--- src/rtl/dxfer_pkg.sv ---
package dxfer_pkg;
  localparam int WORD_W = 32;
  localparam int BYTE_W = 8;

  localparam logic [7:0] A_LEN   = 8'h00;
  localparam logic [7:0] A_CTRL  = 8'h04;
  localparam logic [7:0] A_COUNT = 8'h08;
  localparam logic [7:0] A_WORDS = 8'h0C;
  localparam logic [7:0] A_STAT  = 8'h10;

  // strobes from the control side to the FIFO datapath
  typedef struct packed {
    logic              push;
    logic              pop;
    logic              clrErr;
    logic [WORD_W-1:0] pushWord;
  } fifoCmd_t;
endpackage

--- src/rtl/dxfer_path.sv ---
module dxfer_path
  import dxfer_pkg::*;
#(
  parameter int DEPTH = 16,
  localparam int PW = $clog2(DEPTH),
  localparam int LW = PW + 1
) (
  input  logic              clk,
  input  logic              rstN,
  input  fifoCmd_t          cmd,
  output logic [WORD_W-1:0] headWord,
  output logic [LW-1:0]     level,
  output logic              errFlag
);
  logic [WORD_W-1:0] mem [DEPTH];
  logic [PW-1:0] wrPtr, rdPtr;
  logic isFull, isEmpty, doPush, doPop;

  assign isFull  = (level == LW'(DEPTH));
  assign isEmpty = (level == '0);
  assign doPush  = cmd.push && !isFull;
  assign doPop   = cmd.pop && !isEmpty;
  assign headWord = isEmpty ? '0 : mem[rdPtr];

  function automatic logic [PW-1:0] nextPtr(input logic [PW-1:0] p);
    return (p == PW'(DEPTH - 1)) ? '0 : p + 1'b1;
  endfunction

  always_ff @(posedge clk) begin
    if (doPush) mem[wrPtr] <= cmd.pushWord;
  end

  always_ff @(posedge clk) begin
    if (!rstN) begin
      wrPtr   <= '0;
      rdPtr   <= '0;
      level   <= '0;
      errFlag <= 1'b0;
    end else begin
      if (doPush) wrPtr <= nextPtr(wrPtr);
      if (doPop)  rdPtr <= nextPtr(rdPtr);
      if (doPush && !doPop)      level <= level + 1'b1;
      else if (doPop && !doPush) level <= level - 1'b1;
      if (cmd.clrErr) errFlag <= 1'b0;
      if ((cmd.push && isFull) || (cmd.pop && isEmpty)) errFlag <= 1'b1;
    end
  end
endmodule

--- src/rtl/dxfer_ctrl.sv ---
module dxfer_ctrl
  import dxfer_pkg::*;
#(
  parameter int DEPTH = 16,
  parameter int LEN_W = 16,
  localparam int LW = $clog2(DEPTH) + 1,
  localparam int HALF = DEPTH / 2
) (
  input  logic              clk,
  input  logic              rstN,
  input  logic              hostWrEn,
  input  logic              hostRdEn,
  input  logic [7:0]        hostAddr,
  input  logic [WORD_W-1:0] hostWrData,
  output logic [WORD_W-1:0] hostRdData,
  input  logic              cardRxValid,
  input  logic [BYTE_W-1:0] cardRxData,
  output logic              cardRxReady,
  output logic              cardTxValid,
  output logic [BYTE_W-1:0] cardTxData,
  input  logic              cardTxReady,
  input  logic [LW-1:0]     level,
  input  logic [WORD_W-1:0] headWord,
  input  logic              errFlag,
  output fifoCmd_t          cmd,
  output logic              engineOn,
  output logic [LEN_W-1:0]  remCount
);
  logic [LEN_W-1:0]  lenReg;
  logic [7:0]        ctrlReg;
  logic [1:0]        byteIdx;
  logic [WORD_W-1:0] packWord, holdWord, rxWord;
  logic holdValid, dataEnd, blockEnd;
  logic dirRx, inWindow, ctrlWr, statWr, lastByte, wordDone;
  logic rxFire, rxPush, txGo, txLoad, txFire, byteFire, autoOff;
  logic fEmpty, fFull, fHalfE, fHalfF;
  logic [WORD_W-1:0] statusWord;
  logic [LEN_W:0] wordsLeft;

  assign engineOn = ctrlReg[0];
  assign dirRx    = ctrlReg[1];
  assign inWindow = (hostAddr[7:6] == 2'b10) && (hostAddr[1:0] == 2'b00);
  assign ctrlWr   = hostWrEn && (hostAddr == A_CTRL);
  assign statWr   = hostWrEn && (hostAddr == A_STAT);
  assign lastByte = (remCount == LEN_W'(1));
  assign wordDone = lastByte || (byteIdx == 2'd3);

  // receive: pack bytes little-endian
  assign cardRxReady = engineOn && dirRx && (remCount != '0) && (level != LW'(DEPTH));
  assign rxFire = cardRxValid && cardRxReady;
  assign rxWord = packWord | (WORD_W'(cardRxData) << {byteIdx, 3'b000});
  assign rxPush = rxFire && wordDone;

  // transmit: unpack held word lowest byte first
  assign txGo        = engineOn && !dirRx && (remCount != '0);
  assign txLoad      = txGo && !holdValid && (level != '0);
  assign cardTxValid = txGo && holdValid;
  assign cardTxData  = holdWord[{byteIdx, 3'b000} +: BYTE_W];
  assign txFire      = cardTxValid && cardTxReady;
  assign byteFire    = rxFire || txFire;
  assign autoOff     = engineOn && (remCount == '0) && (level == '0) && !holdValid;

  // engine accesses take precedence over the host window
  always_comb begin
    cmd.push     = rxPush || (hostWrEn && inWindow);
    cmd.pushWord = rxPush ? rxWord : hostWrData;
    cmd.pop      = txLoad || (hostRdEn && inWindow);
    cmd.clrErr   = statWr && hostWrData[2];
  end

  always_ff @(posedge clk) begin
    if (!rstN) begin
      lenReg <= '0; ctrlReg <= '0; remCount <= '0; byteIdx <= '0;
      packWord <= '0; holdWord <= '0; holdValid <= 1'b0;
      dataEnd <= 1'b0; blockEnd <= 1'b0;
    end else begin
      if (hostWrEn && hostAddr == A_LEN) lenReg <= hostWrData[LEN_W-1:0];
      if (statWr && hostWrData[0]) dataEnd  <= 1'b0;
      if (statWr && hostWrData[1]) blockEnd <= 1'b0;
      if (ctrlWr) begin
        ctrlReg <= hostWrData[7:0];
        if (hostWrData[0]) begin
          remCount  <= lenReg;
          byteIdx   <= '0;
          packWord  <= '0;
          holdValid <= 1'b0;
        end
      end else begin
        if (autoOff) ctrlReg[0] <= 1'b0;
        if (byteFire) begin
          remCount <= remCount - 1'b1;
          byteIdx  <= wordDone ? 2'd0 : byteIdx + 1'b1;
          if (rxFire) packWord <= rxPush ? '0 : rxWord;
          if (txFire && wordDone) holdValid <= 1'b0;
          if (lastByte) begin
            dataEnd  <= 1'b1;
            blockEnd <= 1'b1;
          end
        end
        if (txLoad) begin
          holdWord  <= headWord;
          holdValid <= 1'b1;
          byteIdx   <= '0;
        end
      end
    end
  end

  // status assembly: only the set for the current direction
  assign fEmpty = (level == '0);
  assign fFull  = (level == LW'(DEPTH));
  assign fHalfE = (level <= LW'(HALF));
  assign fHalfF = (level >= LW'(HALF));

  always_comb begin
    statusWord = '0;
    statusWord[0] = dataEnd;
    statusWord[1] = blockEnd;
    statusWord[2] = errFlag;
    if (dirRx) begin
      statusWord[13] = engineOn;
      statusWord[14] = fHalfF;
      statusWord[15] = fFull;
      statusWord[16] = fEmpty;
      statusWord[17] = !fEmpty;
    end else begin
      statusWord[8]  = engineOn;
      statusWord[9]  = fHalfE;
      statusWord[10] = fFull;
      statusWord[11] = fEmpty;
      statusWord[12] = !fEmpty;
    end
  end

  assign wordsLeft = ({1'b0, remCount} + (LEN_W+1)'(3)) >> 2;

  always_comb begin
    hostRdData = '0;
    if (inWindow) hostRdData = headWord;
    else begin
      case (hostAddr)
        A_LEN:   hostRdData = WORD_W'(lenReg);
        A_CTRL:  hostRdData = WORD_W'(ctrlReg);
        A_COUNT: hostRdData = WORD_W'(remCount);
        A_WORDS: hostRdData = WORD_W'(wordsLeft);
        A_STAT:  hostRdData = statusWord;
        default: hostRdData = '0;
      endcase
    end
  end
endmodule

--- src/rtl/dxfer_engine.sv ---
module dxfer_engine
  import dxfer_pkg::*;
#(
  parameter int DEPTH = 16,
  parameter int LEN_W = 16,
  localparam int LW = $clog2(DEPTH) + 1
) (
  input  logic              clk,
  input  logic              rstN,
  input  logic              hostWrEn,
  input  logic              hostRdEn,
  input  logic [7:0]        hostAddr,
  input  logic [WORD_W-1:0] hostWrData,
  output logic [WORD_W-1:0] hostRdData,
  input  logic              cardRxValid,
  input  logic [BYTE_W-1:0] cardRxData,
  output logic              cardRxReady,
  output logic              cardTxValid,
  output logic [BYTE_W-1:0] cardTxData,
  input  logic              cardTxReady
);
  fifoCmd_t          fifoCmd;
  logic [WORD_W-1:0] headWord;
  logic [LW-1:0]     fifoLevel;
  logic              fifoErr;
  logic              engineOn;
  logic [LEN_W-1:0]  remCount;

  dxfer_ctrl #(.DEPTH(DEPTH), .LEN_W(LEN_W)) u_ctrl (
    .clk(clk), .rstN(rstN),
    .hostWrEn(hostWrEn), .hostRdEn(hostRdEn), .hostAddr(hostAddr),
    .hostWrData(hostWrData), .hostRdData(hostRdData),
    .cardRxValid(cardRxValid), .cardRxData(cardRxData), .cardRxReady(cardRxReady),
    .cardTxValid(cardTxValid), .cardTxData(cardTxData), .cardTxReady(cardTxReady),
    .level(fifoLevel), .headWord(headWord), .errFlag(fifoErr),
    .cmd(fifoCmd), .engineOn(engineOn), .remCount(remCount)
  );

  dxfer_path #(.DEPTH(DEPTH)) u_path (
    .clk(clk), .rstN(rstN), .cmd(fifoCmd),
    .headWord(headWord), .level(fifoLevel), .errFlag(fifoErr)
  );
endmodule

--- config.mk ---
export PLATFORM = sky130hd
export DESIGN_NAME = dxfer_engine
export DESIGN_NICKNAME = d
export VERILOG_FILES = /design/src/rtl/dxfer_pkg.sv /design/src/rtl/dxfer_path.sv /design/src/rtl/dxfer_ctrl.sv /design/src/rtl/dxfer_engine.sv
export SDC_FILE = /design/constraint.sdc
export NUM_CORES = 1
export LEC_CHECK = 0
export ABC_CLOCK_PERIOD_IN_PS = 5200
export BUFFER_PORTS_ARGS = -buffer_cell sky130_fd_sc_hd__clkbuf_2
export CAP_MARGIN = 20
export CORE_UTILIZATION = 60
export CTS_CLUSTER_DIAMETER = 200
export DETAILED_ROUTE_END_ITERATION = 10
export GPL_ROUTABILITY_DRIVEN = 0
export MAX_ROUTING_LAYER = met4
export PLACE_DENSITY_LB_ADDON = 0.15
export SLEW_MARGIN = 30
export SYNTH_ARGS = -nofsm -noshare
export SYNTH_HDL_FRONTEND = slang
export SYNTH_SLANG_ARGS = --single-unit
--- constraint.sdc ---
create_clock -name clk -period 5.2 [get_ports clk]
set_input_delay 0.52 -clock clk [delete_from_list [all_inputs] [get_ports clk]]
set_output_delay 0.52 -clock clk [all_outputs]
set_load 0.05 [all_outputs]
After elaboration in Yosys (flattened, before gate mapping)
Memories as Yosys holds them, arrays and structs flattened. A register that Yosys moved wholly into a read port is not among the register bits.
Index checks and enable logic that the tools add are counted.

cells by class
  add/subtract/negate cells = 7
  magnitude comparators = 2
  equal/unequal tests = 12
  shift operators = 2
  multiplexer cells = 44
  bitwise gates (word level) = 2
  reductions and logical operators = 59

operators by type and width
  cell                     number
  $mux W32                 8
  $pmux W18 S5             1
  $mux W16                 3
  $or A32 B32 Y32          1
  $shiftx A32 B6 Y8        1
  $shl A8 B5 Y32           1
  $logic_and A1 B1 Y1      30
  $mux W5                  4
  $mux W1                  19
  $add A16 B2 Y17 const B  1
  $eq A16 B1 Y1 const B    1
  $eq A8 B4 Y1 const B     2
  $logic_not A16 Y1        1
  $mux W4                  4
  $reduce_bool A16 Y1      1
  $sub A16 B1 Y16 const B  1
  $mux W2                  5
  $reduce_bool A2 Y1       5
  $add A4 B1 Y4 const B    2
  $eq A4 B4 Y1 const B     2
  $eq A8 B3 Y1 const B     1
  $eq A8 B5 Y1 const B     1
  $logic_not A8 Y1         1
  $logic_not A1 Y1         6
  17 further kinds         26

storage, ports and cells
  register bits = 123
  memory bits (writable) = 512
  logic and storage cells = 143
  memories kept = 1

memory list
  name        depth  bits a word  read ports  clocked after memory_dff  wr ports  line              text
  u_path.mem  16     32           1           1                         1         dxfer_path.sv:15  logic [WORD_W-1:0] mem [DEPTH];

Depth between registers and ports, before layout
Gate-level depths: netlist (run 1).

  word-level depth = 11
  gate-level depth with buffers = 17
  gate-level depth less buffers = 16

Cells and area by module
From an unflattened synthesis (run 1), not the netlist that was laid out.

second synthesis, totals
  cell total of the unflattened synthesis = 1747
  area total of the unflattened synthesis = 27116.0 µm²

modules (own cells, without submodules)
  module      instances  cells an instance  area an instance (µm²)  sequential area each (µm²)
  dxfer_path  1          904                20445.9                 15735.1
  dxfer_ctrl  1          843                6670.1                  2182.1

Least setup slack after synthesis (run 1)
Ideal clock, no wire load.

  path type = register -> register
  from = reg u_ctrl.remCount[4]
  to = mem u_path.mem[0][0], enable pin
  setup time = 0.461 ns
  arrival time = 4.074 ns
  path slack = 0.665 ns
  cell stages (with the launch flop) = 9
  buffers on the path = 1
  cell sequence = dfxtp_1 > clkbuf_1 > nor4_2 > a41oi_1 > o31ai_2 > nand2_1 > inv_2 > nand2_1 > nor3_1

between the ends
  word-level cells in the longest chain between the ends = 9
  elaborated cells on any way between the ends = 11
  those cells by class = 1 x eq/ne; 2 x mux; 8 x reduce/logical

RTL lines
  what                               line              text
  from (decl)                        dxfer_ctrl.sv:27  output logic [LEN_W-1:0] remCount
  from (signal assigned)             dxfer_ctrl.sv:83  remCount <= lenReg;
  from (signal assigned)             dxfer_ctrl.sv:91  remCount <= remCount - 1'b1;
  $reduce_bool A16 Y1                dxfer_ctrl.sv:49  assign cardRxReady = engineOn && dirRx && (remCount != '0) && (level != LW'(DEPTH));
  $logic_and A1 B1 Y1 (2 in series)  dxfer_ctrl.sv:49
  $logic_and A1 B1 Y1                dxfer_ctrl.sv:50  assign rxFire = cardRxValid && cardRxReady;
  $logic_and A1 B1 Y1 (*)            dxfer_ctrl.sv:52  assign rxPush = rxFire && wordDone;
  $logic_or A1 B1 Y1 (*)             dxfer_ctrl.sv:65  cmd.push = rxPush || (hostWrEn && inWindow);
  $logic_and A1 B1 Y1 (*)            dxfer_path.sv:21  assign doPush = cmd.push && !isFull;
  net u_path.doPush                  dxfer_path.sv:17  logic isFull, isEmpty, doPush, doPop;
  $mux W1 (*)                        dxfer_path.sv:30  if (doPush) mem[wrPtr] <= cmd.pushWord;
  $mux W1 (not written as such) (*)  dxfer_path.sv:30
  to (decl)                          dxfer_path.sv:15

The timed path passes the listed nets; every way through them passes the cells marked *.

Worst setup path after layout (run 1)
  from = reg u_path.level[0]
  to = out hostRdData[12]

between the ends
  word-level cells in the longest chain between the ends = 5
  elaborated cells on any way between the ends = 6
  those cells by class = 4 x mux; 2 x reduce/logical

RTL lines
  what                    line                                 text
  from (decl)             dxfer_path.sv:12                     output logic [LW-1:0] level,
  from (signal assigned)  dxfer_path.sv:42                     if (doPush && !doPop) level <= level + 1'b1;
  from (signal assigned)  dxfer_path.sv:43                     else if (doPop && !doPush) level <= level - 1'b1;
  $logic_not A5 Y1 (*)    dxfer_path.sv:20, dxfer_ctrl.sv:110
  $logic_not A1 Y1        dxfer_ctrl.sv:131                    statusWord[12] = !fEmpty;
  $mux W5                 dxfer_ctrl.sv:120                    if (dirRx) begin
  $pmux W18 S5            dxfer_ctrl.sv:141                    case (hostAddr)
  $mux W32 (*)            dxfer_ctrl.sv:139                    if (inWindow) hostRdData = headWord;
  to (decl)               dxfer_engine.sv:14                   output logic [WORD_W-1:0] hostRdData,

Mark *: on every way between the ends. The rest lies on a longest branch, timed or not.

==> reports/results.txt, run 1 <==
status: finished clean
antenna violations before repair: 0
Clock transition at path regs: 70 ps
Achievable Freq: 224 MHz
antenna cell count: 0
Routed Antenna Nets: 0
RSZ-0062 raised after global routing: no
area delta synth->final: 12.9%
vias per cell: 6.65
Iter 0 DRT Violations: 2199
pwr dens: 347 nW/um^2
worst-margin pin slew: 1010 ps
Filler Cells Inserted: 2939
mux share of post-synthesis cell area: 14.5%
Post-synth ARST share: 0%
DRC viols: 0
flops & latches, synth: 639
r2r startpoint: u_ctrl.remCount[0]$_SDFFE_PN0P_
Die Area: 44700 sq um
Setup TNS: 0 ps
Die X: 211 microns
# resized after CTS: 0
layout cells sized above 1: 24.2%
CTS tree: built
Hold Path Cell Cnt: 3
largest net degree at the start of global routing: 66
minimum clock period after layout: 4460 ps
Worst Clk Skew: 24.2 ps
VDD IR-drop max: 416 uV
Max Fanout on Critical Path: 30
Seq/Total Area, Yosys: 68.1%
Synthesized Nets: 1744
Core Box Area: 43200 sq um
Area after DPL: 27600 sq um
post-CTS setup buffer count: 0
Finished Core Util: 68.8%
min-delay src: hostWrData[12]
Worst EP arrival: 3940 ps
CTS sink count: 639
global-route wire length before repair: 99300 microns
Post-Synth XOR/XNOR Area: 0.599%
latest clock arrival within the worst-skew pair: 600 ps
gr ovfl total: 0
Hold Buf Count CTS: 0
main combinational cell family by area after synthesis: multiplexers
H-tree depth: 3
row count: 76
total wire length: 68300 microns
Mean Syn Cell Area: 15.7 sq um
Post-Synth Simple-Gate Area: 6.85%
placed insts: 2288
Req. time, crit path: 4680 ps
Worst Setup Path Type: register to output port
First-pass DRT Iterations: 8
multi-input logic area: 8040 sq um
Post-layout nets: 1839
CTS Root Cell: clkbuf_16
Final setup viols: 0
Vias: 16000
crit start category: register
most common cell after layout, fill and taps aside: edfxtp_1
post-route cell area: 29700 sq um
Max clock buf depth: 3
Starting Density: 60.9%
Storage cell area: 17900 sq um
Routed WL per cell: 28.4 microns
Post-synth EDFFs: 512
most frequent cells in the layout: 512 x edfxtp_1, 138 x mux4_2, 130 x a21oi_1
Final HPWL DP: 41600 microns
Post-Syn Instances: 1676
Yosys warning count: 0
I/O pin count: 96
Final Total Pwr: 10.3 mW
Mapped Area: 26300 sq um
FF-to-FF End: u_path.level[4]$_SDFFE_PN0P_
post-synth cell types: 69
final period utilization: 85.7%
Synth Area in Compound Gates: 7.11%
Final Max Tran Viols: 0
port bufs: 95
GRT Total Usage: 32.0%
HP Class: primary input to register
ys flop type: edfxtp_1
R2R cell count: 14
Max-Cap Viols: 0
Hold Vio Cnt, Final: 0
vias in the first global route: 15200
FF-to-FF setup slack: 960 ps
Die Y: 211 microns
Setup crit end kind: output port
Lkg Pwr: 9.39 nW
Adder-Cell Fraction of Synth Area: 0.695%
Hold Path End: u_ctrl.lenReg[12]$_SDFFE_PN0P_
CTS buffer count: 66
Slew HR: 32.4%
final cell count without fillers: 2407
[power by group]
part	total (mW)	internal (mW)	leakage [nW]	switching [mW]
Clock	4.53	2.61	1.00	1.92
Combinational	0.262	0.0651	2.77	0.196
Sequential	5.52	5.52	5.63	0.00486
[state kept, by name, indices dropped and copies added (netlist names), named ones only]
name / flops
u_ctrl.ctrlReg: 8
u_ctrl.holdValid: 1
u_ctrl.packWord: 32
u_ctrl.byteIdx: 2
u_path.mem: 512
u_path.level: 5
u_ctrl.blockEnd: 1
u_path.errFlag: 1
u_ctrl.holdWord: 32
u_path.wrPtr: 4
u_ctrl.dataEnd: 1
u_ctrl.lenReg: 16
u_path.rdPtr: 4
u_ctrl.remCount: 16
[cell usage after synthesis, drive strengths merged, types with 3 or more instances]
master	count	area (sq um)
o21a	5	37.5
nor3b	4	35.0
nand4	10	62.6
and2	19	119
o211ai	8	60.1
a21oi	154	771
o21ai	12	60.1
edfxtp	512	15400
a21boi	4	52.6
or3	6	37.5
mux2i	67	671
clkbuf	64	240
a22o	33	289
nand4b	3	26.3
nor2b	5	31.3
dfxtp	127	2540
nor4b	7	76.3
o22ai	34	213
or4	4	37.5
inv	13	48.8
ha	13	163
a41oi	3	26.3
nor4	9	98.8
a22oi	11	82.6
xnor2	10	87.6
nand2	105	397
or4b	3	30.0
and3	7	43.8
nor2	125	472
buf	53	284
a31oi	12	75.1
nor3	18	95.1
mux4	138	3110
a32oi	4	35.0
nand3	37	185
xor2	8	70.1
nand2b	5	31.3
[cells by family after synthesis]
| group | count (synthesis) |
|---|---|
| simple gates | 370 |
| flops | 639 |
| fa+ha+maj | 14 |
| buf+inv | 130 |
| mux | 207 |
| xor+xnor | 18 |
| compound gates | 298 |
[through the flow]
stage,hold slack [ps],setup WS [ps]
final,199,742
after global routing,193,683
after CTS,182,814
after detailed placement,443,1020
after global placement,439,1110
after floorplan,431,665
[worst max-delay path, cell delays in order, from the launching register on]
cell	delay, ps
dfxtp_1	370
or4_1	650
nor2_1	490
or2_2	820
o22ai_1	360
a221o_1	400
clkbuf_2	250
[final cells by class]
type,count,area share [%]
multi-input cells,907,27.1
inverters,13,0.164
clock inverters,33,1.10
well taps,585,2.46
clock buffers,86,5.81
flip-flops and latches,639,60.4
repair buffers,144,3.03
[worst max-delay path by stage]
stage	startpoint	endpoint	cells after the start
2_1_floorplan	u_ctrl.remCount[4]$_SDFFE_PN0P_	u_path.mem[0][0]$_DFFE_PP_	8
3_3_place_gp	u_ctrl.remCount[0]$_SDFFE_PN0P_	u_path.level[4]$_SDFFE_PN0P_	14
3_5_place_dp	u_ctrl.remCount[0]$_SDFFE_PN0P_	u_path.level[4]$_SDFFE_PN0P_	14
4_1_cts	u_path.level[0]$_SDFFE_PN0P_	hostRdData[12]	6
5_1_grt	u_path.level[0]$_SDFFE_PN0P_	hostRdData[12]	6
6_report	u_path.level[0]$_SDFFE_PN0P_	hostRdData[12]	6
[routing by layer]
| metal | up-vias | global-route usage, % | share of wire, % |
|---|---|---|---|
| met5 | - | - | 0 |
| met4 | 0 | 12.4 | 3.9 |
| met3 | 170 | 5.87 | 8.8 |
| met2 | 944 | 47.8 | 47 |
| met1 | 8109 | 44.3 | 40 |
| li1 | 6784 | - | - |
Power figures use the tool's default switching activity.
==> run 2, diff against run 1 <==
--- a/config.mk
+++ b/config.mk
@@ -5,6 +5,7 @@
 export SDC_FILE = /design/constraint.sdc
 export NUM_CORES = 1
 export LEC_CHECK = 0
+export ABC_AREA = 1
 export ABC_CLOCK_PERIOD_IN_PS = 5200
 export BUFFER_PORTS_ARGS = -buffer_cell sky130_fd_sc_hd__clkbuf_2
 export CAP_MARGIN = 20
@@ -12,6 +13,7 @@
 export CTS_CLUSTER_DIAMETER = 200
 export DETAILED_ROUTE_END_ITERATION = 10
 export GPL_ROUTABILITY_DRIVEN = 0
+export GPL_TIMING_DRIVEN = 0
 export MAX_ROUTING_LAYER = met4
 export PLACE_DENSITY_LB_ADDON = 0.15
 export SLEW_MARGIN = 30
==> run 2 against run 1 <==
Effect of this change: core utilization up 1.8 points; routed wire length rose by 36%; non-clock buffer count rose by 169; worst hold slack better by 60 ps; critical path type unchanged; critical endpoint is now hostRdData[21]; largest cell class unchanged; highest routed layer unchanged.
==> reports/results.txt, run 2 <==
P_sw: 2.20 mW
Hold Vio Cnt, Final: 0
Vias: 23500
Top reg by flops: u_path.mem
Hold Path End: u_ctrl.ctrlReg[1]$_SDFFE_PN0P_
worst path cell trace: buf_2 > buf_2 > clkbuf_1 > o21ai_0 > nand3_1 > a21oi_1 > o21ai_0 > nor2_1 > clkbuf_2
gr ovfl total: 0
Final Total Pwr: 10.3 mW
flops & latches, synth: 639
Max-Cap Viols: 0
status: finished clean
Setup crit end kind: output port
post-CTS setup buffer count: 0
CTS Root Cell: clkbuf_16
Post-synth EDFFs: 512
Finished Core Util: 70.6%
Iter 0 DRT Violations: 3885
Final Max Tran Viols: 0
Fin Hold WS: 259 ps
Slew HR: 24.4%
placed insts: 3489
Max clock buf depth: 3
Worst Setup Path Type: register to output port
Reg power frac: 53.5%
VDD IR-drop max: 268 uV
Mean Syn Cell Area: 10.2 sq um
Starting Density: 61.2%
Area after DPL: 30200 sq um
biggest regs: u_path.mem x512, u_ctrl.holdWord x32, u_ctrl.packWord x32
minimum clock period after layout: 4460 ps
r2r startpoint: u_ctrl.remCount[0]$_SDFFE_PN0P_
Die Y: 218 microns
Yosys warning count: 0
Routed WL per cell: 25.8 microns
total wire length: 93000 microns
latest clock arrival within the worst-skew pair: 610 ps
Post-layout nets: 3025
vias per cell: 6.53
vias in the first global route: 22200
post-synth cell types: 48
Lkg Pwr: 12.0 nW
final cell count without fillers: 3604
First-pass DRT Iterations: 7
Int Pwr: 8.11 mW
max reg flops: 512
Worst Clk Skew: 27.4 ps
Achievable Freq: 224 MHz
Core Box Area: 45700 sq um
Clock power frac: 43.4%
Commonest cells post-synth: 721 x nand2_1, 512 x edfxtp_1, 307 x nand3_1
Final setup viols: 0
Synthesized Nets: 2821
global-route wire length before repair: 135000 microns
most common cell after layout, fill and taps aside: nand2_1
Die Area: 47500 sq um
antenna cell count: 0
crit start category: register
CTS buffer count: 66
Seq/Total Area, Yosys: 64.1%
RSZ-0062 raised after global routing: no
row count: 78
pwr dens: 320 nW/um^2
Buf/Inv on CP: 4
Post-Syn Instances: 2753
most used standard cell by instance count after synthesis: nand2_1
FF-to-FF setup slack: 1550 ps
I/O pin count: 96
worst-margin pin slew: 1120 ps
area delta synth->final: 15.3%
layout cells sized above 1: 13.0%
HP Class: primary input to register
GRT Total Usage: 40.3%
CTS sink count: 639
top cell type's share of synthesized area: 55.0%
Final HPWL DP: 64900 microns
critical path's slowest cell: o21ai_0
Clock transition at path regs: 60 ps
Routed Antenna Nets: 0
Synth area leader: edfxtp_1
# resized after CTS: 0
port bufs: 95
R2R cell count: 20
antenna violations before repair: 0
ys flop type: edfxtp_1
Mapped Area: 28000 sq um
Hold Buf Count CTS: 0
CTS tree: built
largest net degree at the start of global routing: 19
min-delay src: hostWrData[1]
H-tree depth: 3
final period utilization: 85.8%
combinational share of power: 3.1%
Max Fanout on Critical Path: 10
FF-to-FF End: u_path.level[4]$_SDFFE_PN0P_
DRC viols: 0
Die X: 218 microns
Worst EP arrival: 3940 ps
Hold Path Cell Cnt: 3
CP top delay family: buffers and inverters
slowest stage delay, CP: 900 ps
post-route cell area: 32200 sq um
synth top area cells: edfxtp_1 55%, nand2_1 9.7%, dfxtp_1 9.1%, nand3_1 5.5%, a21oi_1 4.1%
Net Sw Frac: 21.4%
most frequent cells in the layout: 721 x nand2_1, 512 x edfxtp_1, 307 x nand3_1
Post-synth ARST share: 0%
Req. time, crit path: 4680 ps
## run 2: changes by cell type after synthesis, moves of 32 or more
cell     before  now
a21oi_1     154  230
mux4_2      138    0
nand3_1      37  307
mux2i_1      67    0
o31ai_1       1   33
inv_1        12   87
a22o_1       33    0
o21ai_0      12  148
nand2_1     104  721
nor2_1      124  187
## run 2: routing by layer
metal / global-route usage [%] / routed length, microns / up-vias
met5: - / 0 / -
met4: 26.5 / 7120 / 0
met3: 9.58 / 12100 / 460
met2: 59.3 / 41000 / 1988
met1: 49.9 / 32800 / 11100
li1: - / - / 10000
## run 2: through the flow
stage / setup TNS [ps] / worst slack (ps)
after global placement: -141570 / -1910
after global routing: 0 / 872
after floorplan: 0 / 665
after CTS: 0 / 1060
final: 0 / 738
after detailed placement: 0 / 1660
## run 2: how the worst max path moves through the flow
stage,slack [ps],from,endpoint,cells past startpoint
after global placement,-1910,u_ctrl.remCount[0]$_SDFFE_PN0P_,u_path.mem[7][19]$_DFFE_PP_,9
final,740,register,hostRdData[21],9
after CTS,1060,register,hostRdData[31],9
after global routing,870,register,hostRdData[21],9
after detailed placement,1660,hostAddr[0],u_path.level[4]$_SDFFE_PN0P_,20
after floorplan,660,u_ctrl.remCount[0]$_SDFFE_PN0P_,u_path.mem[7][0]$_DFFE_PP_,9
## run 2: final cells by class
class / count / area [sq um]
plain buffers: 177 / 805
clock buffers: 86 / 1820
clock inverters: 29 / 173
fillers: 3230 / 13400
inverters: 96 / 360
multi-input cells: 1841 / 9050
flip-flops and latches: 639 / 17900
well taps: 600 / 751
repair buffers: 136 / 1370
## run 2: power by group through the flow
| stage | clock (mW) | sequential [mW] | combinational (mW) |
|---|---|---|---|
| floorplan | 0 | 5.63 | 0.148 |
| global placement | 0 | 5.63 | 0.281 |
| detailed placement | 0 | 5.63 | 0.298 |
| CTS | 4.46 | 5.52 | 0.299 |
| global route | 4.66 | 5.52 | 0.323 |
| finish | 4.48 | 5.52 | 0.315 |
## run 2: kinds of logic after synthesis
group           after synthesis  share of synthesized area (%)
simple gates               1268                           19.2
buf+inv                     273                           4.16
flops                       639                           64.1
fa+ha+maj                    14                          0.653
mux                          22                           1.14
xor+xnor                     18                          0.564
compound gates              519                           10.2
## run 2: worst reg2reg max path, stage by stage, from the launching register on
cell and delay [ps]:
dfxtp_1 440, inv_1 150, ha_1 280, nand2_2 170, nor2_8 80, a21oi_2 240
nand3_2 140, nand2_1 220, nand2_2 200, inv_2 160, ha_1 260, inv_1 120
ha_1 310, a21oi_1 180, nor2_1 60, nor2_1 110, nor2_1 50, nor2_1 80
nand2_1 80, o21ai_0 140, a21oi_1 50
